===== src/rtl/prog_addr_pkg.sv =====
package prog_addr_pkg;

  // Action chosen for the counter in a given cycle.
  typedef enum logic [1:0] {
    ACT_HOLD = 2'd0,
    ACT_STEP = 2'd1,
    ACT_CFG  = 2'd2
  } ptr_act_e;

endpackage


===== src/rtl/prog_addr_sel.sv =====
module prog_addr_sel
  import prog_addr_pkg::*;
(
  input  logic     inc_i,
  input  logic     ldcfg_i,
  output ptr_act_e act_o
);

  // The configuration jump has priority over the increment.
  always_comb begin
    if (ldcfg_i)    act_o = ACT_CFG;
    else if (inc_i) act_o = ACT_STEP;
    else            act_o = ACT_HOLD;
  end

endmodule


===== src/rtl/prog_addr_next.sv =====
module prog_addr_next
  import prog_addr_pkg::*;
#(
  parameter int ADDR_W = 14
) (
  input  logic [ADDR_W-1:0] cur_i,
  input  ptr_act_e          act_i,
  output logic [ADDR_W-1:0] nxt_o
);

  localparam int                CFG_BIT  = ADDR_W - 1;
  localparam logic [ADDR_W-1:0] CFG_BASE = {1'b1, {(ADDR_W-1){1'b0}}};
  localparam logic [ADDR_W-1:0] ONE      = ADDR_W'(1);

  logic [ADDR_W-1:0] sum;
  logic [ADDR_W-1:0] stepped;

  // The space bit is sticky: once set, a carry out of the low bits cannot clear it.
  always_comb begin
    sum     = cur_i + ONE;
    stepped = {cur_i[CFG_BIT] | sum[CFG_BIT], sum[CFG_BIT-1:0]};
  end

  always_comb begin
    unique case (act_i)
      ACT_CFG:  nxt_o = CFG_BASE;
      ACT_STEP: nxt_o = stepped;
      default:  nxt_o = cur_i;
    endcase
  end

endmodule


===== src/rtl/prog_addr_view.sv =====
module prog_addr_view #(
  parameter int ADDR_W       = 14,
  parameter int PHYS_W       = 12,
  parameter int DATA_W       = 8,
  parameter int CFG_WIN_W    = 5,
  parameter int CFG_USABLE_N = 9
) (
  input  logic [ADDR_W-1:0]    addr_i,
  output logic [PHYS_W-1:0]    phys_o,
  output logic                 space_o,
  output logic                 valid_o,
  output logic [CFG_WIN_W-1:0] off_o,
  output logic                 usable_o,
  output logic [DATA_W-1:0]    data_o
);

  localparam int                   CFG_BIT = ADDR_W - 1;
  localparam int                   MID_W   = CFG_BIT - CFG_WIN_W;
  localparam logic [CFG_WIN_W-1:0] USE_LIM = CFG_WIN_W'(CFG_USABLE_N);

  logic in_window;

  always_comb begin
    in_window = addr_i[CFG_BIT] && (addr_i[CFG_BIT-1:CFG_WIN_W] == {MID_W{1'b0}});
    phys_o    = addr_i[PHYS_W-1:0];
    data_o    = addr_i[DATA_W-1:0];
    space_o   = addr_i[CFG_BIT];
    valid_o   = in_window;
    off_o     = in_window ? addr_i[CFG_WIN_W-1:0] : {CFG_WIN_W{1'b0}};
    usable_o  = in_window && (addr_i[CFG_WIN_W-1:0] < USE_LIM);
  end

endmodule


===== src/rtl/prog_addr_ptr.sv =====
module prog_addr_ptr
  import prog_addr_pkg::*;
#(
  parameter int ADDR_W       = 14,
  parameter int PHYS_W       = 12,
  parameter int DATA_W       = 8,
  parameter int CFG_WIN_W    = 5,
  parameter int CFG_USABLE_N = 9
) (
  input  logic                 clk,
  input  logic                 rst,
  input  logic                 inc_i,
  input  logic                 ldcfg_i,
  output logic [ADDR_W-1:0]    addr_o,
  output logic [PHYS_W-1:0]    phys_addr_o,
  output logic                 cfg_space_o,
  output logic                 cfg_valid_o,
  output logic [CFG_WIN_W-1:0] cfg_addr_o,
  output logic                 cfg_usable_o,
  output logic [DATA_W-1:0]    data_addr_o
);

  localparam logic [ADDR_W-1:0]    CFG_BASE = {1'b1, {(ADDR_W-1){1'b0}}};
  localparam logic [ADDR_W-1:0]    TOP_ADDR = {ADDR_W{1'b1}};
  localparam logic [CFG_WIN_W-1:0] USE_LIM  = CFG_WIN_W'(CFG_USABLE_N);

  ptr_act_e              act;
  logic [ADDR_W-1:0]     nxt;
  logic [PHYS_W-1:0]     v_phys;
  logic                  v_space;
  logic                  v_valid;
  logic [CFG_WIN_W-1:0]  v_off;
  logic                  v_usable;
  logic [DATA_W-1:0]     v_data;

  prog_addr_sel u_sel (
    .inc_i   (inc_i),
    .ldcfg_i (ldcfg_i),
    .act_o   (act)
  );

  prog_addr_next #(.ADDR_W(ADDR_W)) u_next (
    .cur_i (addr_o),
    .act_i (act),
    .nxt_o (nxt)
  );

  // The views are decoded from the next value so that every output is a flop.
  prog_addr_view #(
    .ADDR_W       (ADDR_W),
    .PHYS_W       (PHYS_W),
    .DATA_W       (DATA_W),
    .CFG_WIN_W    (CFG_WIN_W),
    .CFG_USABLE_N (CFG_USABLE_N)
  ) u_view (
    .addr_i   (rst ? {ADDR_W{1'b0}} : nxt),
    .phys_o   (v_phys),
    .space_o  (v_space),
    .valid_o  (v_valid),
    .off_o    (v_off),
    .usable_o (v_usable),
    .data_o   (v_data)
  );

  always_ff @(posedge clk) begin
    if (rst) addr_o <= {ADDR_W{1'b0}};
    else     addr_o <= nxt;
    phys_addr_o  <= v_phys;
    cfg_space_o  <= v_space;
    cfg_valid_o  <= v_valid;
    cfg_addr_o   <= v_off;
    cfg_usable_o <= v_usable;
    data_addr_o  <= v_data;
  end

  // mode entry clears the counter
  p_clear_r1: assert property (@(posedge clk) rst |=> (addr_o == {ADDR_W{1'b0}}));

  // the configuration strobe lands on the base, even with an increment
  p_jump_r2: assert property (@(posedge clk) disable iff (rst)
    ldcfg_i |=> (addr_o == CFG_BASE));
  p_prio_r9: assert property (@(posedge clk) disable iff (rst)
    (ldcfg_i && inc_i) |=> (addr_o == CFG_BASE));

  // a plain increment below the top adds one
  p_step_r3: assert property (@(posedge clk) disable iff (rst)
    (inc_i && !ldcfg_i && addr_o != TOP_ADDR) |=> (addr_o == $past(addr_o) + ADDR_W'(1)));

  // configuration space is never left, and the top wraps to the base
  p_sticky_r4: assert property (@(posedge clk) disable iff (rst)
    cfg_space_o |=> cfg_space_o);
  p_wrap_r4: assert property (@(posedge clk) disable iff (rst)
    (inc_i && !ldcfg_i && addr_o == TOP_ADDR) |=> (addr_o == CFG_BASE));

  // the array views track the logical address
  p_phys_r5: assert property (@(posedge clk) disable iff (rst)
    phys_addr_o == addr_o[PHYS_W-1:0]);
  p_data_r8: assert property (@(posedge clk) disable iff (rst)
    data_addr_o == addr_o[DATA_W-1:0]);

  // window flags nest inside configuration space
  p_valid_r6: assert property (@(posedge clk) disable iff (rst)
    cfg_valid_o |-> cfg_space_o);
  p_usable_r7: assert property (@(posedge clk) disable iff (rst)
    cfg_usable_o |-> (cfg_valid_o && cfg_addr_o < USE_LIM));

  // no strobe, no movement
  p_hold_r10: assert property (@(posedge clk) disable iff (rst)
    (!inc_i && !ldcfg_i) |=> $stable(addr_o));

endmodule


===== config.mk =====
export PLATFORM = sky130hd
export DESIGN_NAME = prog_addr_ptr
export DESIGN_NICKNAME = d
export VERILOG_FILES = /design/src/rtl/prog_addr_pkg.sv /design/src/rtl/prog_addr_sel.sv /design/src/rtl/prog_addr_next.sv /design/src/rtl/prog_addr_view.sv /design/src/rtl/prog_addr_ptr.sv
export SDC_FILE = /design/constraint.sdc
export NUM_CORES = 1
export LEC_CHECK = 0
export BUFFER_PORTS_ARGS = -buffer_cell sky130_fd_sc_hd__buf_2
export CORE_ASPECT_RATIO = 1.4
export CORE_MARGIN = 2
export CORE_UTILIZATION = 30
export DETAILED_ROUTE_END_ITERATION = 6
export GPL_TIMING_DRIVEN = 0
export HOLD_SLACK_MARGIN = 0.06
export PLACE_DENSITY = 0.57
export SYNTH_ARGS = -nofsm -noshare
export SYNTH_HDL_FRONTEND = slang
export SYNTH_SLANG_ARGS = --single-unit

===== constraint.sdc =====
create_clock -name clk -period 2.3 [get_ports clk]
set_input_delay 0.46 -clock clk [delete_from_list [all_inputs] [get_ports clk]]
set_output_delay 0.46 -clock clk [all_outputs]
set_load 0.1 [all_outputs]

Word level (Yosys, flattened, before mapping)
Cells that the tools add are included.

Bitwise operators: 1. Reductions and logical operators: 3. Equality and inequality tests: 2. Magnitude comparators: 1. Add/subtract/negate cells: 1. Mux-type cells: 4.

Operators with widths (count): $pmux 14 s2 (1); $add 14x1->14 const B (1); $mux 14 (1); $logic_not 8->1 (1); $lt 5x4->1 const B (1); $eq 2x1->1 const B (1); $eq 2x2->1 const B (1); $logic_and 1x1->1 (2); $mux 2 (1); $mux 1 (1); $or 1x1->1 (1).

Output and inout port bits: 42. Register bits: 42. Logic and storage cells: 19. Bits of input ports: 4.

Longest topological paths before layout
Gate-level depths: netlist of the first run.

Depth in word-level cells: 8. Depth in mapped cells: 6. Mapped depth without buffers: 6.

Modules after synthesis
A second synthesis of the first run with hierarchy kept.

Cells, all modules: 159. Area, all modules: 1697.9 um^2.

Modules (own cells, without submodules): prog_addr_ptr (area each 968.4 um^2, times used 1, cells an instance 57, sequential area each 840.8 um^2); prog_addr_next (area each 450.4 um^2, times used 1, cells an instance 69, sequential area each 0.0 um^2); prog_addr_view (area each 257.7 um^2, times used 1, cells an instance 31, sequential area each 0.0 um^2); prog_addr_sel (area each 21.3 um^2, times used 1, cells an instance 2, sequential area each 0.0 um^2).

Worst setup path after synthesis of the first run
No wires, ideal clock.

Kind: flip-flop to flip-flop. Start: register, netlist name data_addr_o[0]. End: register cfg_usable_o. Stages on the path, launching flop included: 7. Arrival time: 2.639 ns. Path buffers: 0. Path slack: -0.427 ns. Setup time: 0.087 ns. Required time: 2.213 ns. Clock period less this slack: 2.727 ns. Cells stage by stage: dfxtp_1 ha_1 nand3_1 nor2_1 nand3_1 a311o_2 nor4_4.

RTL lines: end signal, assigned (line prog_addr_ptr.sv:72) `cfg_usable_o <= v_usable;`; end, declared (line prog_addr_ptr.sv:19) `output logic cfg_usable_o,`.

==> results of run 1 <==
==> sequential cells by signal, indices dropped and copies added (netlist names) <==
register and flops:
cfg_addr_o 5, data_addr_o 7, cfg_usable_o 1, cfg_valid_o 1, phys_addr_o 4, addr_o 3
==> report_power, final <==
| part | internal (uW) | switching [uW] | total, uW |
|---|---|---|---|
| sequential | 369 | 4.84 | 374 |
| clock | 121 | 126 | 246 |
| combinational | 23.8 | 95.2 | 119 |
==> per-layer routing <==
layer / track usage (%) / vias to the layer above
met5: 0 / -
met4: 5.581 / 0
met3: 1.954 / 5
met2: 21.14 / 30
met1: 15.46 / 492
li1: - / 530
==> logic make-up (layout without fill, tap and decap cells) <==
group | count (synthesis) | count (layout) | share of synthesized area (%)
and+or+nand+nor | 49 | 49 | 26.09
buffers and inverters | 31 | 79 | 16.63
DFF | 21 | 21 | 34.93
AOI/OAI and AO/OA | 17 | 17 | 12.47
xor gates and xnor gates | 11 | 11 | 8.004
adders and majority gates | 1 | 1 | 1.039
muxes | 1 | 1 | 0.8316
==> cell usage after synthesis (2+ instances only) <==
| cell | number | area (sq um) |
|---|---|---|
| a21oi_1 | 2 | 10.01 |
| nor4_2 | 4 | 50.05 |
| inv_1 | 4 | 15.01 |
| o31ai_1 | 2 | 15.01 |
| buf_4 | 21 | 157.7 |
| nor2_1 | 17 | 63.81 |
| nand3_1 | 5 | 25.02 |
| or2_2 | 2 | 12.51 |
| o21bai_1 | 2 | 15.01 |
| dfxtp_1 | 21 | 420.4 |
| nor3_1 | 3 | 15.01 |
| nand2_1 | 6 | 22.52 |
| clkbuf_1 | 2 | 7.510 |
| buf_2 | 4 | 20.02 |
| a211oi_1 | 2 | 15.01 |
| xnor2_1 | 4 | 35.03 |
| xor2_1 | 7 | 61.31 |
| nand4_1 | 2 | 12.51 |
==> area by class of cell <==
| cell class | count | area [sq um] |
|---|---|---|
| multi-input combinational | 79 | 583.1 |
| tap | 43 | 53.80 |
| inverter | 4 | 15.01 |
| buffer | 27 | 185.2 |
| clock buffer | 3 | 41.29 |
| clock inverter | 1 | 5.005 |
| fill | 388 | 2347 |
| sequential | 21 | 434.2 |
| timing repair buffer | 44 | 220.2 |
==> final timing paths <==
kind | endpoint | startpoint | slack (ns)
max | cfg_addr_o[2] | data_addr_o[0] | 0.25
min | addr_o[13] | rst | 0.40
max reg2reg | cfg_addr_o[2] | data_addr_o[0] | 0.25
min reg2reg | phys_addr_o[10] | phys_addr_o[10] | 0.56
==> per-stage QoR <==
stage / cells / hold WS (ns) / instance area (sq um) / setup WS, ns / utilization (%)
detailed placement: 218 / 0.5599 / 1491 / 0.1530 / 38.39
finish: 222 / 0.4038 / 1538 / 0.2463 / 39.58
CTS: 222 / 0.3998 / 1538 / 0.2245 / 39.58
global route: 222 / 0.4147 / 1538 / 0.06502 / 39.58
global placement: 218 / 0.5246 / 1491 / 0.1853 / 38.39
floorplan: 131 / 0.5331 / 1217 / 0.01202 / -
==> layout by cell type, fill, tap and decap left out, types with 4 or more instances in the layout <==
master / Yosys / final
dfxtp_2: 0 / 11
nand3_1: 5 / 5
nor2_1: 17 / 17
xnor2_1: 4 / 4
xor2_1: 7 / 7
inv_1: 4 / 4
nor4_2: 4 / 4
dfxtp_1: 21 / 10
buf_4: 21 / 21
nand2_1: 6 / 6
buf_2: 4 / 48
==> flow_summary_export.csv, run 1 <==
group,metric,value,unit
run_status,status,"finished clean",
sta,finalSetupTns,0,ns
routing,wirelength,2.740,mm
grt,grt_pass1_wl,4.478,mm
routing,vias,1057,
grt,first_global_vias,962,
critical_path,critical-path-max-stage-delay,0.52,ns
logic_synthesis,synth_area_per_cell,9.188,sq um
routing,vias_per_cell,4.761,
critical_path,cp_common_cell,"nand3_1",
sta,setup_viol,0,
grt,grt_usage,12.55,%
critical_path,endpoint_kind,"flop",
placed_design,gp_congestion,0.8388,
routing,detail-route-antenna-nets,0,
floorplanning,rows,27,
power,ir_worst_vdd,0.0003399,V
logic_synthesis,synth-edff-count,0,
cts,cts_resized,0,
sta,post-route-period-util,89.29,%
routing,wl_met1,1.198,mm
placed_design,port_buffers,44,
cts,path_clk_slew,0.08,ns
floorplanning,dieArea,4542,sq um
cts,clock-sinks,21,
placed_design,place_hpwl,2.047,mm
min_path,min_path_cells,2,
floorplanning,start_util,30.98,%
sta,period_needed,2.054,ns
critical_path,cp_num_buf_inv,0,
routing,wl_per_cell,12.34,microns
power,p_leak,0.0007744,uW
routing,topRoutingLayerUsed,"met4",
sta,clock_skew,0.003928,ns
logic_synthesis,ys.warnings.count,0,
routing,post-route-drc-count,0,
critical_path,critPathArrivalTime,2.22,ns
floorplanning,io_pins,46,
cells_and_area,drive_gt1_share,55.87,%
critical_path,critPathTopFamily,"simple AND/OR/NAND/NOR gates",
routing,first_iter_violations,20,
grt,antenna_found_initial,0,
critical_path,critPathLaunchType,"flop",
cells_and_area,nets,185,
power,power.total,739.2,uW
logic_synthesis,synth-async-reset-ratio,0,%
logic_synthesis,synth_seq_area_share,34.93,%
job,drv_cap,0,
sta,fmax,0.4869,GHz
floorplanning,die_h,78.95,microns
cts,postCtsSetupBuffers,0,
power,powerDensity,480.7,nW/um^2
cts,clock_latency,0.26,ns
cts,htreeDepth,1,
logic_synthesis,yosys_most_used_dff,"dfxtp_1",
grt,grt_start_max_net_pins,13,
floorplanning,design.core.area,3885,sq um
routing,met3_length,128,microns
routing,drt_pass1_iterations,4,
cells_and_area,area_delta_synth_final,27.75,%
sta,maxSlewHeadroom,60.42,%
sta,tightest_slew,0.5937,ns
floorplanning,die_w,57.54,microns
critical_path,cp_num_cells,6,
critical_path,critical_path_class,"flop to flop",
routing,dr_wl_met2,1.360,mm
critical_path,cp_cell_sequence,"ha_1 > nand3_1 > nor2_1 > nand3_1 > a311o_2 > nor4_2",
logic_synthesis,synthDistinctLibCells,39,
sta,slew_viol_final,0,
logic_synthesis,synth_seq_cells,21,
cells_and_area,diodes,0,
cts,cts_buffers,3,
critical_path,worstRegToRegCells,6,
critical_path,critPathRequiredTime,2.47,ns
grt,overflow,0,
logic_synthesis,synthCells,131,
cts,tritoncts,"done",
critical_path,cp_max_fo,8,
cts,clk_path_buf_depth,2,
logic_synthesis,synthesis.area,1204,sq um
sta,rsz0062_at_grt,"false",
critical_path,slowest_stage,"a311o_2",
cts,postCtsHoldBufs,0,
cts,cts_root_buffer,"clkbuf_8",
logic_synthesis,syn_nets,136,
min_path,hp-class,"input pin to flop",
sta,finalHoldViolations,0,
No activity file was read; power rests on OpenSTA's default activity.
==> inputs of run 2 (changes only) <==
--- a/config.mk
+++ b/config.mk
@@ -8,11 +8,11 @@
 export BUFFER_PORTS_ARGS = -buffer_cell sky130_fd_sc_hd__buf_2
 export CORE_ASPECT_RATIO = 1.4
 export CORE_MARGIN = 2
-export CORE_UTILIZATION = 30
+export CORE_UTILIZATION = 48
 export DETAILED_ROUTE_END_ITERATION = 6
 export GPL_TIMING_DRIVEN = 0
 export HOLD_SLACK_MARGIN = 0.06
-export PLACE_DENSITY = 0.57
+export PLACE_DENSITY = 0.83
 export SYNTH_ARGS = -nofsm -noshare
 export SYNTH_HDL_FRONTEND = slang
 export SYNTH_SLANG_ARGS = --single-unit
==> flow_summary_export.csv, run 2 (synthesis gave the netlist of run 1 again) <==
group,metric,value,unit
run_status,status,"finished clean",
sta,rsz0062_at_grt,"false",
grt,grt_start_max_net_pins,12,
cells_and_area,diodes,0,
critical_path,cp_common_cell,"nand3_1",
critical_path,cp_num_buf_inv,0,
routing,vias,1067,
power,p_sw_share,32.38,%
sta,slew_viol_final,0,
cts,clock_latency,0.31,ns
critical_path,critPathTopFamily,"simple AND/OR/NAND/NOR gates",
critical_path,critPathLaunchType,"flop",
cts,postCtsHoldBufs,0,
cts,clk_path_buf_depth,2,
sta,tightest_slew,0.5171,ns
cells_and_area,design_area,1506,sq um
placed_design,port_buffers,44,
power,ir_worst_vdd,0.0003589,V
grt,antenna_found_initial,0,
power,combPwrFrac,17.4,%
critical_path,critical-path-max-stage-delay,0.52,ns
cells_and_area,layout_common_cells,"48 x buf_2, 21 x buf_4, 17 x nor2_1",
grt,grt_usage,18.98,%
routing,wl_per_cell,12.39,microns
critical_path,cp_max_fo,8,
cells_and_area,largest_register_ffs,7,
placed_design,place_hpwl,1.947,mm
cts,tritoncts,"done",
grt,grt_pass1_wl,4.160,mm
cells_and_area,area_delta_synth_final,25.16,%
routing,wirelength,2.639,mm
placed_design,place_ws,0.1604,ns
sta,timing.final.ws_setup,0.2664,ns
job,drv_cap,0,
routing,detail-route-antenna-nets,0,
sta,setup_viol,0,
cells_and_area,largestRegisters,"data_addr_o: 7 flops, cfg_addr_o: 5 flops, phys_addr_o: 4 flops",
sta,hold_slack,0.3463,ns
critical_path,endpoint_kind,"flop",
cells_and_area,final_common_cell,"buf_2",
placed_design,place_area,1480,sq um
cts,htreeDepth,1,
cts,cts_resized,0,
cts,postCtsSetupBuffers,0,
min_path,hp-class,"input pin to flop",
critical_path,critPathRequiredTime,2.54,ns
floorplanning,design.core.area,2391,sq um
sta,maxSlewHeadroom,65.53,%
routing,post-route-drc-count,0,
critical_path,critPathArrivalTime,2.27,ns
power,seqPwrFrac,54.9,%
cells_and_area,drive_gt1_share,55.31,%
routing,first_iter_violations,17,
critical_path,slowest_stage,"a311o_2",
critical_path,critical_path_class,"flop to flop",
cts,path_clk_slew,0.12,ns
routing,vias_per_cell,5.009,
cts,cts_buffers,3,
floorplanning,die_w,46.32,microns
critical_path,cp_cell_sequence,"ha_1 > nand3_1 > nor2_1 > nand3_1 > a311o_2 > nor4_4",
grt,overflow,0,
power,power.share.clock,27.7,%
floorplanning,io_pins,46,
power,p_int,460.9,uW
sta,finalSetupTns,0,ns
placed_design,gp_congestion,0.7790,
sta,period_needed,2.034,ns
sta,post-route-period-util,88.42,%
routing,drt_pass1_iterations,4,
sta,clock_skew,0.001186,ns
cts,cts_root_buffer,"clkbuf_4",
floorplanning,die_h,63.25,microns
floorplanning,dieArea,2930,sq um
floorplanning,rows,21,
sta,finalHoldViolations,0,
power,p_leak,0.0007639,uW
power,powerDensity,452.4,nW/um^2
floorplanning,start_util,50.34,%
cts,clock-sinks,21,
sta,fmax,0.4917,GHz
cells_and_area,top_register,"data_addr_o",
power,p_sw,220.7,uW
cells_and_area,final_util,63.00,%
cells_and_area,nets,185,
grt,first_global_vias,968,
-- run 2: cell count changes in the layout (fill, tap and decap cells not counted), sizes merged --
cell and delta:
clkbuf +1, clkinv -1
-- run 2: layout make-up --
| type | instances | area (sq um) |
|---|---|---|
| Buffer | 27 | 185.2 |
| Clock buffer | 4 | 26.28 |
| Fill cell | 207 | 884.6 |
| Inverter | 4 | 15.01 |
| Multi-Input combinational cell | 79 | 583.1 |
| Sequential cell | 21 | 434.2 |
| Tap cell | 34 | 42.54 |
| Timing Repair Buffer | 44 | 220.2 |
-- run 2: path summary, 6_finish.rpt --
path              startpoint              end  slack (ns)  cells after the start
max           data_addr_o[0]     cfg_usable_o        0.27                      6
min                      rst       addr_o[13]        0.35                      2
max reg2reg   data_addr_o[0]     cfg_usable_o        0.27                      6
min reg2reg  phys_addr_o[10]  phys_addr_o[10]        0.56                      2
-- run 2: power by group through the flow --
stage	clock network [uW]	registers [uW]	logic, uW
3_5_place_dp	0	382	119
3_3_place_gp	0	382	118
6_report	189	374	119
4_1_cts	188	374	120
5_1_grt	205	375	123
2_1_floorplan	0	422	61.0
-- run 2: per-layer routing --
| layer | track usage (%) | routed length, microns |
|---|---|---|
| met4 | 11.07 | 73 |
| met5 | 0 | 0 |
| met3 | 2.579 | 91 |
| met2 | 32.64 | 1415 |
| met1 | 20.65 | 1058 |
-- run 2: worst reg2reg max path, delay by kind of cell (launching register included) --
family          cells  cell delay (ns)
flops               1             0.44
compound gates      1             0.52
simple gates        4             0.77
fa+ha+maj           1             0.23
-- run 2: metrics by stage --
| step | power (uW) | instances |
|---|---|---|
| after floorplan | 483.1 | 131 |
| final | 681.6 | 213 |
| after global routing | 703.5 | 213 |
| after global placement | 499.5 | 209 |
| after CTS | 681.5 | 213 |
| after detailed placement | 501.7 | 209 |
